File: src/rtl/vxfer_pkg.sv
package vxfer_pkg;
   localparam int PIX_W  = 16;
   localparam int WORD_W = 32;
   localparam int LANES  = WORD_W / PIX_W;
   localparam int Y_LSB  = 16;

   typedef enum logic [2:0] {
      ST_IDLE,   // no transfer
      ST_WLO,    // waiting for a host word, low half written on accept
      ST_WHI,    // writing the held high half
      ST_RLO,    // issuing read of the low pixel
      ST_RHI,    // capturing low pixel, issuing read of the high pixel
      ST_RCAP,   // capturing high pixel
      ST_RLAST,  // capturing a lone final low pixel, high half zero
      ST_ROUT    // word presented to host
   } xfer_state_e;
endpackage

File: src/rtl/vxfer_walker.sv
module vxfer_walker #(
   parameter int COLS_W = 10,
   parameter int ROWS_W = 9,
   localparam int ADDR_W = COLS_W + ROWS_W
) (
   input  logic              clk,
   input  logic              rst_n,
   input  logic              load,
   input  logic [31:0]       param0,
   input  logic [31:0]       param1,
   input  logic              step,
   output logic [ADDR_W-1:0] addr,
   output logic              last
);
   localparam logic [COLS_W-1:0] COL_ONE = 1;
   localparam logic [ROWS_W-1:0] ROW_ONE = 1;

   logic [COLS_W-1:0] x0, wlim, col;
   logic [ROWS_W-1:0] y0, hlim, row;
   logic [COLS_W-1:0] cur_x;
   logic [ROWS_W-1:0] cur_y;
   logic              unused_param_bits;

   assign unused_param_bits = ^{param0[31:vxfer_pkg::Y_LSB+ROWS_W], param0[vxfer_pkg::Y_LSB-1:COLS_W],
                                param1[31:vxfer_pkg::Y_LSB+ROWS_W], param1[vxfer_pkg::Y_LSB-1:COLS_W]};

   // size minus one in field width: a zero field wraps to the full extent minus one
   always_ff @(posedge clk or negedge rst_n) begin
      if (!rst_n) begin
         x0 <= '0; y0 <= '0; wlim <= '0; hlim <= '0; col <= '0; row <= '0;
      end else if (load) begin
         x0   <= param0[COLS_W-1:0];
         y0   <= param0[vxfer_pkg::Y_LSB +: ROWS_W];
         wlim <= param1[COLS_W-1:0] - COL_ONE;
         hlim <= param1[vxfer_pkg::Y_LSB +: ROWS_W] - ROW_ONE;
         col  <= '0;
         row  <= '0;
      end else if (step) begin
         if (col == wlim) begin
            col <= '0;
            row <= row + ROW_ONE;
         end else begin
            col <= col + COL_ONE;
         end
      end
   end

   assign cur_x = x0 + col;
   assign cur_y = y0 + row;
   assign addr  = {cur_y, cur_x};
   assign last  = (col == wlim) && (row == hlim);
endmodule

File: src/rtl/vxfer_rd_pack.sv
module vxfer_rd_pack #(
   parameter int LANE_W = 16,
   parameter int N_LANES = 2,
   localparam int SEL_W = (N_LANES > 1) ? $clog2(N_LANES) : 1
) (
   input  logic                      clk,
   input  logic                      rst_n,
   input  logic                      cap_en,
   input  logic [SEL_W-1:0]          cap_sel,
   input  logic                      zero_above,
   input  logic [LANE_W-1:0]         din,
   output logic [N_LANES*LANE_W-1:0] word
);
   for (genvar g = 0; g < N_LANES; g++) begin : g_lane
      logic [LANE_W-1:0] lane_q;
      always_ff @(posedge clk or negedge rst_n) begin
         if (!rst_n)
            lane_q <= '0;
         else if (cap_en) begin
            if (cap_sel == SEL_W'(g))
               lane_q <= din;
            else if (zero_above && (SEL_W'(g) > cap_sel))
               lane_q <= '0;
         end
      end
      assign word[g*LANE_W +: LANE_W] = lane_q;
   end
endmodule

File: src/rtl/vxfer_engine.sv
module vxfer_engine #(
   parameter int COLS_W = 10,
   parameter int ROWS_W = 9,
   localparam int ADDR_W = COLS_W + ROWS_W
) (
   input  logic                      clk,
   input  logic                      rst_n,
   input  logic                      cmd_reset,
   input  logic                      start,
   input  logic                      rd_dir,
   input  logic [31:0]               param0,
   input  logic [31:0]               param1,
   input  logic [31:0]               wr_data,
   input  logic                      wr_valid,
   output logic                      wr_ready,
   output logic [31:0]               rd_data,
   output logic                      rd_valid,
   input  logic                      rd_ready,
   output logic                      data_ready,
   output logic                      busy,
   output logic                      mem_en,
   output logic                      mem_we,
   output logic [ADDR_W-1:0]         mem_addr,
   output logic [vxfer_pkg::PIX_W-1:0] mem_wdata,
   input  logic [vxfer_pkg::PIX_W-1:0] mem_rdata
);
   import vxfer_pkg::*;

   if (COLS_W < 1 || COLS_W > 15) begin : g_bad_cols
      $error("vxfer_engine: COLS_W must lie in 1..15");
   end
   if (ROWS_W < 1 || ROWS_W > 15) begin : g_bad_rows
      $error("vxfer_engine: ROWS_W must lie in 1..15");
   end
   if (LANES != 2) begin : g_bad_lanes
      $error("vxfer_engine: word must carry exactly two pixels");
   end

   xfer_state_e      state_q, state_d;
   logic             fin_q, fin_d;
   logic [PIX_W-1:0] hold_hi_q;
   logic             start_ok, wr_acc, step, last;
   logic             cap_en, cap_sel, zero_above;

   assign start_ok = start && (state_q == ST_IDLE) && !cmd_reset;
   assign wr_ready = (state_q == ST_WLO);
   assign wr_acc   = wr_valid && wr_ready;

   vxfer_walker #(.COLS_W(COLS_W), .ROWS_W(ROWS_W)) u_walk (
      .clk    (clk),
      .rst_n  (rst_n),
      .load   (start_ok),
      .param0 (param0),
      .param1 (param1),
      .step   (step),
      .addr   (mem_addr),
      .last   (last)
   );

   vxfer_rd_pack #(.LANE_W(PIX_W), .N_LANES(LANES)) u_pack (
      .clk        (clk),
      .rst_n      (rst_n),
      .cap_en     (cap_en),
      .cap_sel    (cap_sel),
      .zero_above (zero_above),
      .din        (mem_rdata),
      .word       (rd_data)
   );

   always_comb begin
      state_d    = state_q;
      fin_d      = fin_q;
      mem_en     = 1'b0;
      mem_we     = 1'b0;
      mem_wdata  = wr_data[PIX_W-1:0];
      step       = 1'b0;
      cap_en     = 1'b0;
      cap_sel    = 1'b0;
      zero_above = 1'b0;
      unique case (state_q)
         ST_IDLE: begin
            if (start_ok) begin
               state_d = rd_dir ? ST_RLO : ST_WLO;
               fin_d   = 1'b0;
            end
         end
         ST_WLO: begin
            if (wr_acc) begin
               mem_en  = 1'b1;
               mem_we  = 1'b1;
               step    = 1'b1;
               state_d = last ? ST_IDLE : ST_WHI;
            end
         end
         ST_WHI: begin
            mem_en    = 1'b1;
            mem_we    = 1'b1;
            mem_wdata = hold_hi_q;
            step      = 1'b1;
            state_d   = last ? ST_IDLE : ST_WLO;
         end
         ST_RLO: begin
            mem_en  = 1'b1;
            step    = 1'b1;
            fin_d   = last;
            state_d = last ? ST_RLAST : ST_RHI;
         end
         ST_RHI: begin
            mem_en  = 1'b1;
            step    = 1'b1;
            cap_en  = 1'b1;
            fin_d   = last;
            state_d = ST_RCAP;
         end
         ST_RCAP: begin
            cap_en  = 1'b1;
            cap_sel = 1'b1;
            state_d = ST_ROUT;
         end
         ST_RLAST: begin
            cap_en     = 1'b1;
            zero_above = 1'b1;
            state_d    = ST_ROUT;
         end
         ST_ROUT: begin
            if (rd_ready) state_d = fin_q ? ST_IDLE : ST_RLO;
         end
         default: state_d = ST_IDLE;
      endcase
      if (cmd_reset) begin
         state_d = ST_IDLE;
         mem_en  = 1'b0;
         mem_we  = 1'b0;
         step    = 1'b0;
         cap_en  = 1'b0;
      end
   end

   always_ff @(posedge clk or negedge rst_n) begin
      if (!rst_n) begin
         state_q   <= ST_IDLE;
         fin_q     <= 1'b0;
         hold_hi_q <= '0;
      end else begin
         state_q <= state_d;
         fin_q   <= fin_d;
         if (wr_acc) hold_hi_q <= wr_data[WORD_W-1:PIX_W];
      end
   end

   assign rd_valid   = (state_q == ST_ROUT);
   assign busy       = (state_q != ST_IDLE);
   assign data_ready = (state_q == ST_RLO) || (state_q == ST_RHI) || (state_q == ST_RCAP) ||
                       (state_q == ST_RLAST) || (state_q == ST_ROUT);
endmodule

File: config.mk
export PLATFORM = sky130hd
export DESIGN_NAME = vxfer_engine
export DESIGN_NICKNAME = d
export VERILOG_FILES = /design/src/rtl/vxfer_pkg.sv /design/src/rtl/vxfer_walker.sv /design/src/rtl/vxfer_rd_pack.sv /design/src/rtl/vxfer_engine.sv
export SDC_FILE = /design/constraint.sdc
export NUM_CORES = 1
export LEC_CHECK = 0
export BUFFER_PORTS_ARGS = -buffer_cell sky130_fd_sc_hd__clkbuf_2
export CELL_PAD_IN_SITES_DETAIL_PLACEMENT = 1
export CELL_PAD_IN_SITES_GLOBAL_PLACEMENT = 2
export CORE_MARGIN = 2
export CORE_UTILIZATION = 30
export DETAILED_ROUTE_END_ITERATION = 8
export GPL_TIMING_DRIVEN = 1
export HOLD_SLACK_MARGIN = 0.06
export PLACE_DENSITY_LB_ADDON = 0.1
export REMOVE_ABC_BUFFERS = 1
export SYNTH_ARGS = -nofsm -noshare
export SYNTH_HDL_FRONTEND = slang
export SYNTH_SLANG_ARGS = --single-unit
File: constraint.sdc
create_clock -name clk -period 2.65 [get_ports clk]
set_input_delay 0.53 -clock clk [delete_from_list [all_inputs] [get_ports clk]]
set_output_delay 0.53 -clock clk [all_outputs]
set_load 0.1 [all_outputs]
==> Implementation_results.wiki, run 1 <==
{| class="wikitable"
! Metric !! Value
|-
| Layout cells sized above 1 || 0.386
|-
| Critical path fanouts, max || 2
|-
| Pre-CTS setup slack || -0.172 ns
|-
| Clock Skew || 0.00803 ns
|-
| Mapped cell area || 5940 sq um
|-
| Power per unit of standard cell area || 1110 nW/um^2
|-
| Data arrival, critical path || 2.46 ns
|-
| Maximum level of the CTS H-tree || 3
|-
| Transition time at the pin with the least slew margin || 0.668 ns
|-
| Violations in the final reports || negative setup slack
|-
| Placeable core region || 19500 sq um
|-
| Via count || 5141
|-
| CTS clock-pin slew for the worst setup and hold paths || 0.08 ns
|-
| Family with the most delay on the worst path || compound AO/OA/AOI/OAI gates
|-
| Wire length of the first global-routing pass || 27800 um
|-
| First-pass iteration count of the detailed router || 4
|-
| Class of the tightest hold or removal check || input pin to flop
|-
| Standby leakage power || 0.00412 uW
|-
| Vias/cell || 4.78
|-
| Status || finished with violations
|-
| Number of buffers between clock root and the deepest sink || 2
|-
| Crit path cell chain || ha_2, fa_2, a21o_1, a21oi_2, o21ai_2, o41ai_2, xnor2_1, bufbuf_16
|-
| Number of antenna violations at the first check in global routing || 0
|-
| Fraction of registers with async set or reset after synthesis || 1.00
|-
| Vias in the first global route || 5450
|-
| HPWL Detailed || 12800 um
|-
| Effective utilization at floorplan || 0.305
|-
| Period Utilization, post-route || 1.13
|-
| Number of fill cells || 2247
|-
| Sinks on the clock net || 109
|-
| Shortest clock period the worst path allows after layout || 2.99 ns
|-
| Number of max-capacitance violations reported || 0
|-
| Initial drt markers || 121
|-
| Fin. max-slew vios || 0
|-
| Peak supply drop || 0.526 mV
|-
| Layout Area Growth over Synthesis || 41.0%
|-
| Clock network latency to the later pin of the worst-skew pair || 0.36 ns
|-
| Total count of hold-check failures in the final report || 0
|-
| Cell with the largest stage delay on the worst path || dfrtp_1
|-
| Portion of the post-synthesis area used by sequential elements || 0.459
|-
| Number of distinct standard cells referenced by the synthesized netlist || 52
|-
| Cts bufs inserted || 9
|-
| Count of nets after finishing || 948
|-
| Final worst slack || -0.344 ns
|-
| Mean Syn Cell Area || 9.70 sq um
|-
| Total power consumption of the routed design || 9310 uW
|-
| Slowest stage delay, CP || 0.40 ns
|-
| Max transition margin || 0.555
|-
| Count of input and output buffers || 165
|-
| Wirelength per Cell || 16.0 um
|-
| Req. time, crit path || 2.12 ns
|-
| Setup Viol. Count Final || 11
|-
| Max frequency || 334 MHz
|-
| Setup repair after global routing missed its margin || yes
|-
| Maximum number of pins on one net before global-route repair || 47
|-
| Global placement routability congestion || 0.795
|-
| Post-DRT Antenna Nets || 0
|-
| Number of placed I/O pins || 192
|-
| Synthesized instance count || 612
|-
| YS warnings || 0
|-
| Drc violations || 0
|-
| Number of enable-type register cells in the synthesized netlist || 0
|-
| CP Class || flop to primary output
|-
| Core Rows || 51
|-
| Count of state elements after synthesis || 109
|-
| Leading register cell type out of synthesis || dfrtp_1
|-
| Category of the worst setup path launch point || flop
|-
| Tot GR Track Use || 0.168
|-
| Commonest cells after routing, fill and taps aside || nand2_1, clkbuf_2, dfrtp_1
|-
| Final antenna diode count || 0
|-
| Height of the chip || 145 um
|-
| Chip Width || 145 um
|-
| Area of the die || 20900 sq um
|-
| Clock tree from TritonCTS || yes
|-
| Root buffer cell || clkbuf_16
|-
| CP Buf/Inv Count || 1
|-
| Critical path endpoint category || primary output
|-
| Final wirelength || 17200 um
|-
| Total gr overflow || 0
|}
[repair_timing]
| item | in CTS | in global routing |
|---|---|---|
| gates cloned | 0 | 0 |
| setup endpoints to repair | 15 | 11 |
| hold buffers | 1 | 0 |
| buffers inserted | 11 | 5 |
| hold endpoints to repair | 17 | 0 |
| pin swaps | 23 | 18 |
| resized for setup | 54 | 8 |
[stage by stage]
stage	utilization	instance area [sq um]	hold slack [ns]	setup TNS [ns]	instances
6_report	0.430	8370	0.349	-1.66	1076
3_3_place_gp	0.396	7700	0.430	-0.359	1048
5_1_grt	0.430	8370	0.354	-2.96	1076
4_1_cts	0.429	8350	0.338	-2.25	1075
2_1_floorplan	-	5810	0.234	-28.60	583
3_5_place_dp	0.396	7700	0.432	-0.458	1048
[Yosys cell counts (2+ instances only)]
| master | instances | share of area |
|---|---|---|
| nor2b_1 | 2 | 0.0021 |
| nand2_1 | 131 | 0.083 |
| fa_1 | 2 | 0.0067 |
| dfrtp_1 | 109 | 0.46 |
| o31ai_1 | 6 | 0.0076 |
| nor3b_1 | 4 | 0.0051 |
| a32o_1 | 2 | 0.0034 |
| inv_1 | 10 | 0.0063 |
| or4_1 | 7 | 0.0089 |
| nor3_1 | 13 | 0.011 |
| nor2_1 | 30 | 0.019 |
| a31o_2 | 4 | 0.0059 |
| nand2b_1 | 9 | 0.0095 |
| a31oi_1 | 3 | 0.0032 |
| nand3_1 | 27 | 0.023 |
| and3_1 | 7 | 0.0074 |
| a21oi_1 | 14 | 0.012 |
| xnor2_1 | 30 | 0.044 |
| buf_2 | 5 | 0.0042 |
| xor2_1 | 22 | 0.032 |
| mux2_2 | 48 | 0.091 |
| a21o_1 | 4 | 0.0051 |
| or3_1 | 7 | 0.0074 |
| a211oi_1 | 3 | 0.0038 |
| nand3b_1 | 2 | 0.0025 |
| o41ai_1 | 3 | 0.0044 |
| o21bai_1 | 2 | 0.0025 |
| and2_1 | 2 | 0.0021 |
| ha_1 | 21 | 0.044 |
| clkbuf_1 | 22 | 0.014 |
| nor4_1 | 3 | 0.0032 |
| o21ai_0 | 37 | 0.031 |
| nor4b_1 | 2 | 0.0030 |
[flip-flops by register name, summed over array words and instances (netlist names)]
register / cells
hold_hi_q: 16
state_q: 3
u_walk.wlim: 10
fin_q: 1
u_walk.hlim: 9
u_pack.g_lane.lane_q: 32
u_walk.row: 9
u_walk.col: 10
u_walk.x0: 10
u_walk.y0: 9
[cell type report]
class	instances	area, sq um	share of cell area
clock inverter	7	77.6	0.00927
clock buffer	9	225	0.0269
sequential	109	2730	0.326
multi-input combinational	463	3230	0.386
inverter	11	46.3	0.00553
tap	265	332	0.0396
timing repair buffer	212	1730	0.207
[per-layer routing]
layer,part of all wire,track usage,vias to the layer above
met5,0,0,-
met4,0.012,0.0506,0
met3,0.050,0.0263,12
met2,0.46,0.289,127
met1,0.47,0.219,2496
li1,-,-,2506
[worst paths after layout]
| check | endpoint | slack [ns] | startpoint | depth (start not counted) |
|---|---|---|---|---|
| setup / recovery | mem_addr[8] | -0.34 | u_walk.col[0]$_DFFE_PN0P_ | 8 |
| hold / removal | u_walk.x0[0]$_DFFE_PN0N_ | 0.35 | param0[0] | 3 |
| setup reg to reg | u_walk.row[5]$_DFFE_PN0P_ | 0.33 | u_walk.col[6]$_DFFE_PN0P_ | 5 |
| hold reg to reg | u_pack.g_lane[1].lane_q[0]$_DFFE_PN0P_ | 0.48 | u_pack.g_lane[1].lane_q[0]$_DFFE_PN0P_ | 2 |
| max in group asynchronous | u_pack.g_lane[1].lane_q[14]$_DFFE_PN0P_ | 1.42 | rst_n | 3 |
| min in group asynchronous | u_pack.g_lane[0].lane_q[6]$_DFFE_PN0P_ | 0.59 | rst_n | 2 |
[worst min-delay path, cell delays in order]
cell	delay [ns]
clkbuf_2	0.07
nand2_1	0.04
nand2_1	0.04
[cell families (layout without fill, tap and decap cells)]
| logic type | count (synthesis) | after routing | synth area share |
|---|---|---|---|
| buf+inv | 40 | 239 | 0.0285 |
| mux | 49 | 49 | 0.0927 |
| fa+ha+maj | 23 | 23 | 0.0510 |
| compound gates | 87 | 87 | 0.0919 |
| flops | 109 | 109 | 0.459 |
| simple gates | 252 | 252 | 0.200 |
| xor+xnor | 52 | 52 | 0.0767 |
[report_power, final]
| group | leakage, uW | internal (uW) | switching, uW |
|---|---|---|---|
| Combinational | 0.00257 | 1730 | 3680 |
| Clock | 0.000144 | 671 | 715 |
| Sequential | 0.00141 | 2170 | 342 |
(Power assumes the default switching activity.)
==> run 2, diff against run 1 <==
--- a/config.mk
+++ b/config.mk
@@ -8,8 +8,10 @@
 export BUFFER_PORTS_ARGS = -buffer_cell sky130_fd_sc_hd__clkbuf_2
 export CELL_PAD_IN_SITES_DETAIL_PLACEMENT = 1
 export CELL_PAD_IN_SITES_GLOBAL_PLACEMENT = 2
+export CORE_ASPECT_RATIO = 1.4
 export CORE_MARGIN = 2
-export CORE_UTILIZATION = 30
+export CORE_UTILIZATION = 31
+export CTS_BUF_LIST = sky130_fd_sc_hd__clkbuf_8
 export DETAILED_ROUTE_END_ITERATION = 8
 export GPL_TIMING_DRIVEN = 1
 export HOLD_SLACK_MARGIN = 0.06
==> run 2 against run 1 <==
Effect of this change:
- the run still ends with negative setup slack left
- critical endpoint unchanged
- sequential share of layout area rose by 0.25 points
- clock skew barely moved
- highest routed layer unchanged
- power down 2.0%
- first-iteration DRC count up 42%
- sequential power about the same
- critical path depth is the same
- cell area is 0.61% lower
- wire length fell by 2.8%
- final cell count fell by 2.1%
- non-clock buffer count is 2 lower
==> Implementation_results.wiki, run 2 (synthesis gave the netlist of run 1 again) <==
{| class="wikitable"
! Metric !! Value
|-
| Status || finished with violations
|-
| Violations in the final reports || negative setup slack
|-
| Post-DRT Antenna Nets || 0
|-
| First-pass iteration count of the detailed router || 4
|-
| Post-place instance area || 7670 sq um
|-
| Cell with the largest stage delay on the worst path || dfrtp_1
|-
| Wire length of the first global-routing pass || 28100 um
|-
| Max transition margin || 0.580
|-
| Class of the tightest hold or removal check || input pin to async pin
|-
| Max frequency || 328 MHz
|-
| Category of the worst setup path launch point || flop
|-
| Chip Width || 121 um
|-
| Number of max-capacitance violations reported || 0
|-
| Effective utilization at floorplan || 0.318
|-
| Biggest register || u_pack.g_lane.lane_q
|-
| CP Class || flop to primary output
|-
| Area of the die || 20300 sq um
|-
| HPWL Detailed || 12700 um
|-
| Number of placed I/O pins || 192
|-
| Peak supply drop || 0.746 mV
|-
| Setup repair after global routing missed its margin || yes
|-
| Number of fill cells || 2114
|-
| Tot GR Track Use || 0.171
|-
| CTS clock-pin slew for the worst setup and hold paths || 0.11 ns
|-
| Req. time, crit path || 2.12 ns
|-
| Standby leakage power || 0.00409 uW
|-
| Clock network latency to the later pin of the worst-skew pair || 0.39 ns
|-
| Core Rows || 59
|-
| Final worst slack || -0.396 ns
|-
| Maximum level of the CTS H-tree || 3
|-
| Count of input and output buffers || 165
|-
| Final antenna diode count || 0
|-
| Layout Cell Area excl Fill || 8320 sq um
|-
| Initial drt markers || 172
|-
| Vias/cell || 4.88
|-
| Family with the most delay on the worst path || compound AO/OA/AOI/OAI gates
|-
| Height of the chip || 168 um
|-
| Worst Hold Slack || 0.117 ns
|-
| Commonest cells after routing, fill and taps aside || clkbuf_2, nand2_1, dfrtp_1
|-
| Critical path fanouts, max || 2
|-
| Drc violations || 0
|-
| Crit path cell chain || ha_2, fa_2, a21o_1, a21oi_2, o21ai_2, o41ai_2, xnor2_1, bufbuf_16
|-
| Cts bufs inserted || 9
|-
| Count of nets after finishing || 946
|-
| Number of flip-flops under the largest register name || 32
|-
| Setup TNS || -2.20 ns
|-
| Placeable core region || 18700 sq um
|-
| Shortest clock period the worst path allows after layout || 3.05 ns
|-
| Number of buffers between clock root and the deepest sink || 2
|-
| Fin. max-slew vios || 0
|-
| Registers with the highest flip-flop counts || u_pack.g_lane.lane_q x32, hold_hi_q x16
|-
| Layout Area Growth over Synthesis || 40.1%
|-
| CP Buf/Inv Count || 1
|-
| Total count of hold-check failures in the final report || 0
|-
| Wirelength per Cell || 15.9 um
|-
| Sinks on the clock net || 109
|-
| Vias in the first global route || 5680
|-
| Number of antenna violations at the first check in global routing || 0
|-
| Maximum number of pins on one net before global-route repair || 67
|-
| Clock tree from TritonCTS || yes
|-
| Period Utilization, post-route || 1.15
|-
| Layout cells sized above 1 || 0.396
|-
| Clock Skew || 0.00785 ns
|-
| Pre-CTS setup slack || -0.195 ns
|-
| Total gr overflow || 0
|-
| Hold-fix buffers at CTS || 0
|-
| Data arrival, critical path || 2.52 ns
|-
| Via count || 5134
|-
| Root buffer cell || clkbuf_8
|-
| Slowest stage delay, CP || 0.40 ns
|-
| Global placement routability congestion || 0.801
|-
| Final wirelength || 16800 um
|-
| Setup Viol. Count Final || 11
|-
| Critical path endpoint category || primary output
|-
| Transition time at the pin with the least slew margin || 0.630 ns
|-
| Power per unit of standard cell area || 1100 nW/um^2
|-
| Most common library cell in the layout ignoring fill and taps || clkbuf_2
|}
[run 2: final cells by class]
type,instances,area [sq um],share of cell area
well taps,244,305,0.0367
inverters,11,46.3,0.00557
flip-flops and latches,109,2730,0.328
clock inverters,7,82.6,0.00993
clock buffers,9,124,0.0149
repair buffers,210,1740,0.209
multi-input cells,463,3290,0.396
[run 2: worst reg2reg max path: stages, from the launching register on]
cell	delay, ns
dfrtp_1	0.43
buf_4	0.15
buf_4	0.14
xor2_1	0.16
nor4_2	0.40
nand4_4	0.28
or4_1	0.57
a21oi_1	0.15
[run 2: path summary, 6_finish.rpt]
kind / cells past startpoint / from / to / slack (ns)
max: 8 / u_walk.x0[0]$_DFFE_PN0N_ / mem_addr[8] / -0.40
min in group clk: 3 / param0[19] / u_walk.y0[3]$_DFFE_PN0N_ / 0.32
min: 2 / rst_n / hold_hi_q[12]$_DFFE_PN0P_ / 0.12
min reg2reg: 2 / u_pack.g_lane[1].lane_q[1]$_DFFE_PN0P_ / u_pack.g_lane[1].lane_q[1]$_DFFE_PN0P_ / 0.48
max reg2reg: 7 / u_walk.col[1]$_DFFE_PN0P_ / u_walk.row[5]$_DFFE_PN0P_ / 0.29
max in group asynchronous: 2 / rst_n / state_q[2]$_DFFE_PN0P_ / 2.02
[run 2: where the power goes]
group,internal (uW),switching (uW),leakage [uW],total [uW]
clock network,451,629,0.0000980,1080
registers,2170,340,0.00140,2510
logic,1800,3730,0.00259,5530
[run 2: timing repair]
item	4_1_cts	5_1_grt
pin swaps	23	14
setup buffers	8	5
hold endpoints to repair	0	0
gates resized for setup	50	21
endpoints found under the setup margin	14	15
cloned	0	0
[run 2: metrics by stage]
step / util / total power (uW) / instances
final: 0.445 / 9120 / 1053
after global routing: 0.445 / 9600 / 1053
after CTS: 0.438 / 9070 / 1049
after detailed placement: 0.411 / 7700 / 1026
after global placement: 0.411 / 7590 / 1026
after floorplan: - / 6240 / 583
[run 2: layer usage]
layer	share of wire	vias up	GRT usage
met2	0.53	121	0.309
met3	0.040	23	0.0249
met1	0.41	2495	0.202
li1	-	2495	-
met5	0	-	0
met4	0.022	0	0.0637
